`src/rtl/conv_readout_pkg.sv`:
```
package conv_readout_pkg;

    typedef enum logic [2:0] {
        ST_IDLE,
        ST_BUSY,
        ST_READY,
        ST_SHIFT,
        ST_DONE
    } cyc_state_e;

    typedef struct packed {
        logic oe;
        logic val;
    } line_drv_t;

    function automatic line_drv_t line_for(cyc_state_e st, logic bit_now);
        line_drv_t d;
        case (st)
            ST_IDLE:  d = '{oe: 1'b0, val: 1'b0};
            ST_BUSY:  d = '{oe: 1'b1, val: 1'b0};
            ST_READY: d = '{oe: 1'b1, val: 1'b1};
            ST_SHIFT: d = '{oe: 1'b1, val: bit_now};
            default:  d = '{oe: 1'b1, val: 1'b0};
        endcase
        return d;
    endfunction

endpackage

```
`src/rtl/conv_readout_sync.sv`:
```
module conv_readout_sync #(
    parameter int          STAGES  = 2,
    parameter int          N       = 1,
    parameter logic [N-1:0] RST_VAL = '0
) (
    input  logic         clk,
    input  logic         rst,
    input  logic [N-1:0] din,
    output logic [N-1:0] lvl,
    output logic [N-1:0] rise,
    output logic [N-1:0] fall
);
    for (genvar i = 0; i < N; i++) begin : g_bit
        logic [STAGES-1:0] chain;
        logic              prev;

        always_ff @(posedge clk) begin
            if (rst) begin
                chain <= {STAGES{RST_VAL[i]}};
                prev  <= RST_VAL[i];
            end else begin
                if (STAGES > 1) chain <= {chain[STAGES-2:0], din[i]};
                else            chain <= din[i];
                prev  <= chain[STAGES-1];
            end
        end

        assign lvl[i]  = chain[STAGES-1];
        assign rise[i] = ~prev &  chain[STAGES-1];
        assign fall[i] =  prev & ~chain[STAGES-1];
    end
endmodule

```
`src/rtl/conv_readout_shifter.sv`:
```
module conv_readout_shifter #(
    parameter int WORD_W = 15
) (
    input  logic              clk,
    input  logic              rst,
    input  logic              load,
    input  logic [WORD_W-1:0] din,
    input  logic              adv,
    output logic              msb,
    output logic              last
);
    localparam int CNT_W = (WORD_W > 1) ? $clog2(WORD_W) : 1;

    logic [WORD_W-1:0] sh;
    logic [CNT_W-1:0]  cnt;

    always_ff @(posedge clk) begin
        if (rst) begin
            sh  <= '0;
            cnt <= '0;
        end else if (load) begin
            sh  <= din;
            cnt <= '0;
        end else if (adv) begin
            sh  <= sh << 1;
            cnt <= cnt + 1'b1;
        end
    end

    assign msb  = sh[WORD_W-1];
    assign last = (cnt == CNT_W'(WORD_W - 1));

    // the sequencer never advances past the final bit
    a_r5_no_adv_past_last: assert property (@(posedge clk) disable iff (rst)
        adv |-> !last);
    a_r5_cnt_in_range: assert property (@(posedge clk) disable iff (rst)
        cnt <= CNT_W'(WORD_W - 1));
endmodule

```
`src/rtl/conv_readout_seq.sv`:
```
module conv_readout_seq
    import conv_readout_pkg::*;
(
    input  logic       clk,
    input  logic       rst,
    input  logic       cs_fall,
    input  logic       cs_rise,
    input  logic       sclk_fall,
    input  logic       chan_lvl,
    input  logic       res_valid,
    input  logic       last,
    output cyc_state_e state,
    output logic       conv_start,
    output logic       conv_chan,
    output logic       load,
    output logic       adv
);
    cyc_state_e nxt;

    always_comb begin
        nxt = state;
        case (state)
            ST_IDLE:  if (cs_fall) nxt = ST_BUSY;
            ST_BUSY:  if (cs_rise) nxt = ST_IDLE;
                      else if (res_valid) nxt = ST_READY;
            ST_READY: if (cs_rise) nxt = ST_IDLE;
                      else if (sclk_fall) nxt = ST_SHIFT;
            ST_SHIFT: if (cs_rise) nxt = ST_IDLE;
                      else if (sclk_fall && last) nxt = ST_DONE;
            ST_DONE:  if (cs_rise) nxt = ST_IDLE;
            default:  nxt = ST_IDLE;
        endcase
    end

    assign load = (state == ST_BUSY) && res_valid && !cs_rise;
    assign adv  = (state == ST_SHIFT) && sclk_fall && !cs_rise && !last;

    always_ff @(posedge clk) begin
        if (rst) begin
            state      <= ST_IDLE;
            conv_start <= 1'b0;
            conv_chan  <= 1'b0;
        end else begin
            state      <= nxt;
            conv_start <= (state == ST_IDLE) && cs_fall;
            if ((state == ST_IDLE) && cs_fall) conv_chan <= chan_lvl;
        end
    end

    // channel stays fixed while a cycle is open
    a_r3_chan_held: assert property (@(posedge clk) disable iff (rst)
        (state != ST_IDLE) |=> $stable(conv_chan));
    // a start pulse is never followed by another one
    a_r2_single_start: assert property (@(posedge clk) disable iff (rst)
        conv_start |=> !conv_start);
endmodule

```
`src/rtl/conv_readout.sv`:
```
module conv_readout
    import conv_readout_pkg::*;
#(
    parameter int WORD_W      = 15,
    parameter int SYNC_STAGES = 2
) (
    input  logic              clk,
    input  logic              rst,
    input  logic              cs_n,
    input  logic              sclk,
    input  logic              chan_sel,
    input  logic              res_valid,
    input  logic [WORD_W-1:0] res_data,
    output logic              conv_start,
    output logic              conv_chan,
    output logic              sdat_o,
    output logic              sdat_oe
);
    localparam int PIN_N = 3;
    localparam int P_CS  = 0;
    localparam int P_SCK = 1;
    localparam int P_CH  = 2;

    logic [PIN_N-1:0] pin_lvl, pin_rise, pin_fall;
    cyc_state_e       state;
    logic             load, adv, msb, last;
    line_drv_t        drv;

    conv_readout_sync #(
        .STAGES (SYNC_STAGES),
        .N      (PIN_N),
        .RST_VAL(3'b011)
    ) u_sync (
        .clk (clk),
        .rst (rst),
        .din ({chan_sel, sclk, cs_n}),
        .lvl (pin_lvl),
        .rise(pin_rise),
        .fall(pin_fall)
    );

    conv_readout_seq u_seq (
        .clk       (clk),
        .rst       (rst),
        .cs_fall   (pin_fall[P_CS]),
        .cs_rise   (pin_rise[P_CS]),
        .sclk_fall (pin_fall[P_SCK]),
        .chan_lvl  (pin_lvl[P_CH]),
        .res_valid (res_valid),
        .last      (last),
        .state     (state),
        .conv_start(conv_start),
        .conv_chan (conv_chan),
        .load      (load),
        .adv       (adv)
    );

    conv_readout_shifter #(.WORD_W(WORD_W)) u_shift (
        .clk (clk),
        .rst (rst),
        .load(load),
        .din (res_data),
        .adv (adv),
        .msb (msb),
        .last(last)
    );

    assign drv     = line_for(state, msb);
    assign sdat_oe = drv.oe;
    assign sdat_o  = drv.val;

    // starting from idle drives the line low
    a_r2_start_low: assert property (@(posedge clk) disable iff (rst)
        ((state == ST_IDLE) && pin_fall[P_CS]) |=> (sdat_oe && !sdat_o));
    // a chip-select rise always releases the line
    a_r7_rise_releases: assert property (@(posedge clk) disable iff (rst)
        ((state != ST_IDLE) && pin_rise[P_CS]) |=> !sdat_oe);
    // ready level holds until a serial-clock fall
    a_r4_ready_holds: assert property (@(posedge clk) disable iff (rst)
        ((state == ST_READY) && !pin_fall[P_SCK] && !pin_rise[P_CS]) |=> (sdat_oe && sdat_o));
    // a presented bit stays put between falling edges
    a_r5_bit_stable: assert property (@(posedge clk) disable iff (rst)
        ((state == ST_SHIFT) && !pin_fall[P_SCK] && !pin_rise[P_CS]) |=> $stable(sdat_o));
endmodule

```
`config.mk`:
```
export PLATFORM = sky130hd
export DESIGN_NAME = conv_readout
export DESIGN_NICKNAME = d
export VERILOG_FILES = /design/src/rtl/conv_readout_pkg.sv /design/src/rtl/conv_readout_sync.sv /design/src/rtl/conv_readout_shifter.sv /design/src/rtl/conv_readout_seq.sv /design/src/rtl/conv_readout.sv
export SDC_FILE = /design/constraint.sdc
export NUM_CORES = 1
export LEC_CHECK = 0
export CAP_MARGIN = 20
export CORE_ASPECT_RATIO = 0.9
export CORE_MARGIN = 8
export CORE_UTILIZATION = 55
export CTS_CLUSTER_SIZE = 28
export DETAILED_ROUTE_END_ITERATION = 7
export PLACE_DENSITY = 0.83
export SYNTH_ARGS = -nofsm -noshare
export SYNTH_HDL_FRONTEND = slang
export SYNTH_SLANG_ARGS = --single-unit
export TNS_END_PERCENT = 5
```
`constraint.sdc`:
```
create_clock -name clk -period 3.25 [get_ports clk]
set_clock_uncertainty 0.1 [all_clocks]
set_input_delay 0.325 -clock clk [delete_from_list [all_inputs] [get_ports clk]]
set_output_delay 0.325 -clock clk [all_outputs]
set_load 0.005 [all_outputs]
```
==> impl.org, run 1 <==
** Run status
- Result of the run :: complete, no violations

** Setup path
- The worst setup path is of the reg2reg kind.
- The number of cells on the worst reg-to-reg path is 4.
- Required @ worst endpoint :: 3.39 ns
- The largest single stage delay on the critical path is 0.84 ns.
- STA puts the critical path data arrival time at around 2.2 ns.
- Among all stages on the critical path, the largest delay is contributed by sky130_fd_sc_hd__nor3_2.
- In this run the worst path has a maximum fanout of 17.
- Launching element type of the critical path :: flop
- STA classifies the critical path endpoint as a flop.
- The critical path goes through nand2b_4, nor3_2, nand3_1, a311oi_1.

** Logic synthesis
- The number of nets handed over by synthesis was 189.
- Summed over its instances, the top area cell type makes up roughly 44% of the synthesized netlist area.
- In the post-synthesis netlist, the cell with the most instances is sky130_fd_sc_hd__dfxtp_1.
- For this run, the register share of the synthesized area comes to 44.29%.
- By count the netlist is led by sky130_fd_sc_hd__dfxtp_1, sky130_fd_sc_hd__nand3_1, sky130_fd_sc_hd__nor2_1, sky130_fd_sc_hd__o21ai_0, sky130_fd_sc_hd__a311oi_1.
- Yosys attributes the largest share of cell area to sky130_fd_sc_hd__dfxtp_1, sky130_fd_sc_hd__a311oi_1, sky130_fd_sc_hd__nand3_1.
- The synthesized design contains 32 register bits.
- A synthesized cell averages between 8 and 9 µm².
- Gate count after technology mapping :: 166
- Yosys warning count :: 0
- The number of different library cells used by synthesis comes to 35.
- The largest total area in the synthesized netlist belongs to sky130_fd_sc_hd__dfxtp_1.
- Netlist area before placement :: 1446 µm²
- Number of enable-type register cells in the synthesized netlist :: 0
- Share of synthesized flip-flops with an asynchronous set or reset :: 0%
- In the synthesized netlist the dominant register cell turns out to be sky130_fd_sc_hd__dfxtp_1.

** Die
- The floorplan step set the die width to around 70 µm.
- Count of boundary I/O pins :: 25
- Area of the die :: about 4500 µm²
- In this run the standard cell core region covers roughly 2500 µm².
- The floorplan step set the die height to approximately 65 µm.
- Initial cell density of the core :: approximately three fifths
- The initialized floorplan defines 17 standard-cell rows.

** Pwr
- IR analysis of the VDD net gives a maximum drop of 0.4078 mV.
- Power Density :: about 570 nW/µm²
- Tot Pwr :: 987.0 µW
- Static leakage :: 0.0005951 µW

** Timing
- The count of endpoints failing hold in the final timing report came to 0.
- The max-slew violation count came to 0.
- Slew of the pin with the lowest slew margin :: 1.026 ns
- The worst path in the final design needs a cycle of 2.102 ns, including I/O delays and setup.
- In the finished design, the share of the clock period the worst path needs comes to 64.68%.
- Relative slew slack :: 31.22%
- Setup repair after global routing missed its margin :: no
- Achievable frequency :: 0.4757 GHz
- Setup violations remaining at the end of the flow were counted as 0.
- Setup total negative slack on the finished layout was measured at 0 ns.

** Placed design
- Quantity of I/O buffers inserted on ports :: 24
- HPWL after detailed placement :: 2386 µm
- Routability congestion estimate :: 0.7404

** GRT
- Wire length of the first global-routing pass :: 5844 µm
- Number of global-route vias before repair :: 1344
- Total gr overflow :: 0
- Across every metal layer, demand over resource in global routing totals 15.60%.
- The initial antenna violation count was 0.
- Largest net degree at the start of global routing :: 25

** Clock network
- TritonCTS built the clock tree.
- H-tree Lvls :: 2
- Setup fix buffers added after clock tree synthesis :: 0
- For the worst-skew pair, the clock arrives at the later sink with an insertion delay of 0.34 ns.
- Number of buffers created by CTS :: 5
- Total of hold buffers inserted after clock tree synthesis :: 0
- Total number of clock tree sinks :: 32
- The tree is rooted in a sky130_fd_sc_hd__clkbuf_4.
- After clock tree synthesis, the repair step resized 0 gates.
- Clock-pin slew was measured on the worst setup and hold paths at 0.10 ns.
- In this run the deepest clock path goes through 2 buffers.

** Route
- Routed wire length per instance :: 15.91 µm
- Number of DRC markers in iteration 0 :: 109
- Vias per cell :: 6.089
- Wires add up to 3405 µm.
- After detailed routing, the number of remaining DRC violations is 0.
- Across all layers, the routed design uses 1303 vias.
- TritonRoute pass-1 iters :: 4
- Number of routed nets with antenna violations :: 0

** Final layout
- Relative to the synthesized area, the layout overhead comes to 19.81%.
- The post-route netlist has between 10% and 20% of its cells at a drive strength greater than 1.
- Antenna diode count :: 0
- At the end of the flow, the number of nets in the layout was 208.
- Fill cell instance count of the final layout :: 216

** Flow run
- Count of maximum capacitance violations :: 0

** Min path
- The worst hold path belongs to the class reg2reg.
- Counting instances, the worst hold path has a depth of 1.
==> final timing paths <==
check / from / end / slack, ns
worst max-delay path: u_seq.state[1] / u_shift.sh[13] / 1.15
worst min-delay path: u_sync.g_bit[1].chain[0] / u_sync.g_bit[1].chain[1] / 0.32
worst max register to register: u_seq.state[1] / u_shift.sh[13] / 1.15
worst min register to register: u_sync.g_bit[1].chain[0] / u_sync.g_bit[1].chain[1] / 0.32
==> area by class of cell <==
type	instances	area, µm²	area share [%]
sequential	32	640.6	36.97
tap	28	35.03	2.022
timing repair buffer	26	255.2	14.73
inverter	4	15.01	0.8664
clock inverter	2	10.01	0.5776
multi-input combinational	116	725.7	41.88
clock buffer	6	51.30	2.960
==> layer usage <==
metal  routed length (µm)  track usage, %
met5                    0               0
met4                   92           10.53
met3                  170           4.262
met2                 1708           27.02
met1                 1433           16.37
==> metrics by stage <==
step                      std cells  instance area (µm²)  utilization [%]  setup WS (ns)  hold WS [ns]
after detailed placement        206                 1672            67.75          1.119        0.2951
after floorplan                 166                 1446                -          1.423        0.2895
final                           214                 1733            70.23          1.148        0.3170
after global placement          206                 1672            67.75          1.199        0.2913
after CTS                       214                 1733            70.23          1.189        0.3186
after global routing            214                 1733            70.23         0.9527        0.3230
==> placed cells by master (no fill, tap or decap), drive strengths merged, types with 2 or more instances in the layout <==
master and count:
nand2b 5, inv 4, o21ai 16, or2 6, a311oi 14, or4 2, buf 2, nor2 17
a21oi 8, ha 2, mux2i 2, nand2 4, clkbuf 6, clkdlybuf4s50 24, nor3 2, dfxtp 32
or3 2, clkinv 2, nand3 17, o211ai 2, nor2b 4, o31ai 2, and2 2
==> sequential cells by signal (all words and copies together) (netlist names) <==
register / count
u_shift.sh: 15
u_sync.g_bit.chain: 6
u_shift.cnt: 4
u_seq.state: 3
u_sync.g_bit.prev: 2
u_seq.conv_chan: 1
u_seq.conv_start: 1
==> where the power goes <==
part	internal, µW	switching, µW	leakage [µW]	total [µW]
combinational	121	138	0.000296	259
sequential	445	42.2	0.000261	487
clock	103	139	0.0000380	241
total	668	319	0.000595	987
==> worst max-delay path: cells and delay by family, from the launching register on <==
family          cells  cell delay (ns)
compound gates      1             0.32
simple gates        3             1.10
flops               1             0.48
==> cell families (layout without fill, tap and decap cells) <==
family / after synthesis / after routing / share of synthesized area (%)
simple gates: 64 / 64 / 24.39
flops: 32 / 32 / 44.29
mux: 3 / 3 / 2.163
compound gates: 47 / 47 / 21.89
buf+inv: 18 / 38 / 5.536
fa+ha+maj: 2 / 2 / 1.730
(Power assumes the default switching activity.)
==> inputs of run 2 (changes only) <==
CORE_UTILIZATION = 46   (was 55)
PLACE_DENSITY = 0.74   (was 0.83)
clock period = 1.84 ns   (was 3.25 ns; I/O delays follow)
==> impl.org, run 2 (synthesis gave the netlist of run 1 again) <==
** Run status
- Result of the run :: complete, no violations

** Timing
- Total negative setup slack :: 0 ns (unchanged)
- Worst hold margin :: 0.3006 ns (-0.01641 ns)
- Setup violators final :: 0 (unchanged)
- Slew of the pin with the lowest slew margin :: 0.3822 ns (-0.6438 ns)
- Number of endpoints with negative hold slack in the final report :: 0 (unchanged)
- Relative slew slack :: 74.44% (+43 points)
- Number of pins exceeding their max-slew limit in the final report :: 0 (unchanged)
- The clock period minus worst slack was 1.742 ns (-0.3604 ns).
- Achievable frequency :: 0.5742 GHz (+21%)
- Setup repair after global routing left no endpoint under its margin.
- Share of the clock period used by the worst path :: 94.65% (+30 points)

** GRT
- Largest net degree at the start of global routing :: 19 (-24%)
- Wire length of the first global-routing pass :: 5526 µm (-5.4%)
- The via count of the first global-routing pass came to 1233 (-8.3%).
- The all-layer global routing usage was 13.46% (-2.1 points).
- The initial antenna violation count was 0 (unchanged).
- The overflow left after global routing is 0 (unchanged).

** Clock network
- H-tree Lvls :: 2 (unchanged)
- The clock latency of the later-clocked register in the worst-skew pair was 0.34 ns (about the same).
- Root buffer cell :: sky130_fd_sc_hd__clkbuf_4
- The post-CTS setup buffer count came to 0 (unchanged).
- Number of buffers created by CTS :: 5 (unchanged)
- The number of clock sinks was 32 (unchanged).
- Clock transition at the register clock pins on the worst setup and hold paths after CTS :: 0.10 ns (about the same)
- The maximum buffer depth of the clock tree is 2 (unchanged).
- TritonCTS clock tree :: built
- The number of hold-repair buffers added at the cts stage came to 0 (unchanged).

** Route
- The routed wire length per instance is 13.95 µm (-12%).
- The number of design-rule violations left by the first detailed-router iteration came to 108 (-0.92%).
- The number of nets with antenna violations after routing came to 0 (unchanged).
- Remaining DRCs :: 0 (unchanged)
- Vias per cell :: 5.521 (-9.3%)
- Final routed wirelength across all metal layers :: 3292 µm (-3.3%)
- TritonRoute pass-1 iters :: 4 (unchanged)
- The routed via count came to 1303 (unchanged).

** Min path
- The path class of the tightest hold or removal check is in2reg.

** Setup path
- The required time of the critical path is 2.02 ns (-1.37 ns).
- The critical path is of the reg2reg type.
- Worst-path cell chain :: nand2b_4, or3_4, or4_1, a21oi_1
- Arrival time of data at the critical path endpoint :: 1.92 ns (-0.32 ns)
- The delay contributed by the slowest stage of the critical path was 0.49 ns (-0.35 ns).
- STA classifies the critical path startpoint as a flop.
- STA classifies the critical path endpoint as a flop.
- Max stage delay cell, worst path :: sky130_fd_sc_hd__or4_1
- The worst-path maximum fanout is 10 (-7).

** Die
- Initial cell density of the core :: 47.91% (-11 points)
- The count of standard-cell rows came to 19 (+2).
- The boundary pin count is 25 (unchanged).
- The die height was 69.20 µm (+7.0%).
- The area enclosed by the die boundary is 5197 µm² (+15%).
- The die width was 75.11 µm (+7.2%).
- The area inside the core boundary was 3019 µm² (+22%).

** Final layout
- Layout cells sized above 1 :: 17.53% (+6.2 points)
- The flip-flop count of the largest register, all copies and words added is 15 (unchanged).
- The largest registers in the layout are u_shift.sh: 15 flops, u_sync.g_bit.chain: 6 flops, u_shift.cnt: 4 flops.
- Multi-input gate area :: 730.7 µm² (+0.69%)
- The library cells used most frequently in the layout, excluding fill and tap cells, are sky130_fd_sc_hd__dfxtp_1, sky130_fd_sc_hd__clkdlybuf4s50_1, sky130_fd_sc_hd__nand3_1, sky130_fd_sc_hd__nor2_1, sky130_fd_sc_hd__o21ai_0.
- The total number of nets in the final design is 216 (+3.8%).
- Counting flops per register, the top entry is u_shift.sh.
- Syn-to-layout area delta :: 26.04%
- The combined flip-flop and latch cell area is 646.9 µm² (+0.98%).
- The final-layout fill cell count is 275 (+27%).
- The antenna diode count is 0 (unchanged).
- Most common cell after layout, fill and taps aside :: sky130_fd_sc_hd__dfxtp_1

** Placed design
- HPWL after detailed placement :: 2366 µm (-0.82%)
- The number of buffer cells added on primary ports was 24 (unchanged).
- The placer's final routability congestion estimate was 0.7877 (+6.4%).

** Pwr
- Power Density :: 964.1 nW/µm² (+69%)
- The maximum VDD drop came to 0.5728 mV (+40%).
- The leakage power figure was 0.0006578 µW (+11%).

** Flow run
- The reported max-cap violation count was 0 (unchanged).
-- run 2: cell types whose count changed in the layout (fill, tap and decap cells not counted) --
cell / previous run / this run
sky130_fd_sc_hd__nand2_2: 0 / 1
sky130_fd_sc_hd__clkdlybuf4s50_1: 24 / 22
sky130_fd_sc_hd__dfxtp_2: 0 / 2
sky130_fd_sc_hd__dlygate4sd2_1: 0 / 1
sky130_fd_sc_hd__nor2b_1: 4 / 3
sky130_fd_sc_hd__buf_4: 2 / 10
sky130_fd_sc_hd__nand2_1: 4 / 3
sky130_fd_sc_hd__dlymetal6s2s_1: 0 / 1
sky130_fd_sc_hd__dfxtp_1: 32 / 29
sky130_fd_sc_hd__nor2b_2: 0 / 1
sky130_fd_sc_hd__dfxtp_4: 0 / 1
-- run 2: final timing paths --
check / endpoint / cells past startpoint / start / slack (ns)
worst max-delay path: u_shift.cnt[3] / 4 / u_seq.state[2] / 0.1
worst min-delay path: u_sync.g_bit[2].chain[0] / 2 / chan_sel / 0.30
worst max register to register: u_shift.cnt[3] / 4 / u_seq.state[2] / 0.1
worst min register to register: u_sync.g_bit[0].chain[1] / 1 / u_sync.g_bit[0].chain[0] / 0.32
-- run 2: timing repair --
action / 4_1_cts / 5_1_grt
gates cloned: 0 / 0
pin swaps: 0 / 0
resized for setup: 5 / 3
setup endpoints to repair: 2 / 19
-- run 2: metrics by stage --
stage                     worst slack [ns]  cell area, µm²  utilization (%)  total power [µW]  cells
final                              0.09838            1823            60.38              1758    236
after CTS                          0.01575            1815            60.13              1776    236
after global routing               0.02266            1823            60.38              1878    236
after detailed placement           0.05862            1749            57.94              1349    228
after floorplan                    0.01275            1446                -              1164    166
after global placement              0.1217            1749            57.94              1334    228
-- run 2: where the power goes --
part | switching, µW | internal [µW] | leakage, µW
clock network | 242 | 182 | 0.0000380
logic | 240 | 230 | 0.000357
registers | 72.4 | 791 | 0.000263
-- run 2: layer usage --
metal  part of all wire, %  vias to the layer above  track usage, %
li1                      -                      654               -
met5                     0                        -               0
met4                   2.2                        0           8.478
met2                    44                       56           19.00
met1                    44                      585           16.42
met3                   9.4                        8           5.058
-- run 2: worst max-delay path, delay by kind of cell (launching register included) --
| family | cells | cell delay, ns |
|---|---|---|
| simple gates | 3 | 1.09 |
| flops | 1 | 0.36 |
| compound gates | 1 | 0.14 |
-- run 2: cell type report --
cell class                 count  share of cell area [%]
clock buffer                   6                   2.814
clock inverter                 2                  0.5491
inverter                       4                  0.8236
multi-input combinational    116                   40.08
sequential                    32                   35.48
tap                           42                   2.883
timing repair buffer          34                   17.36
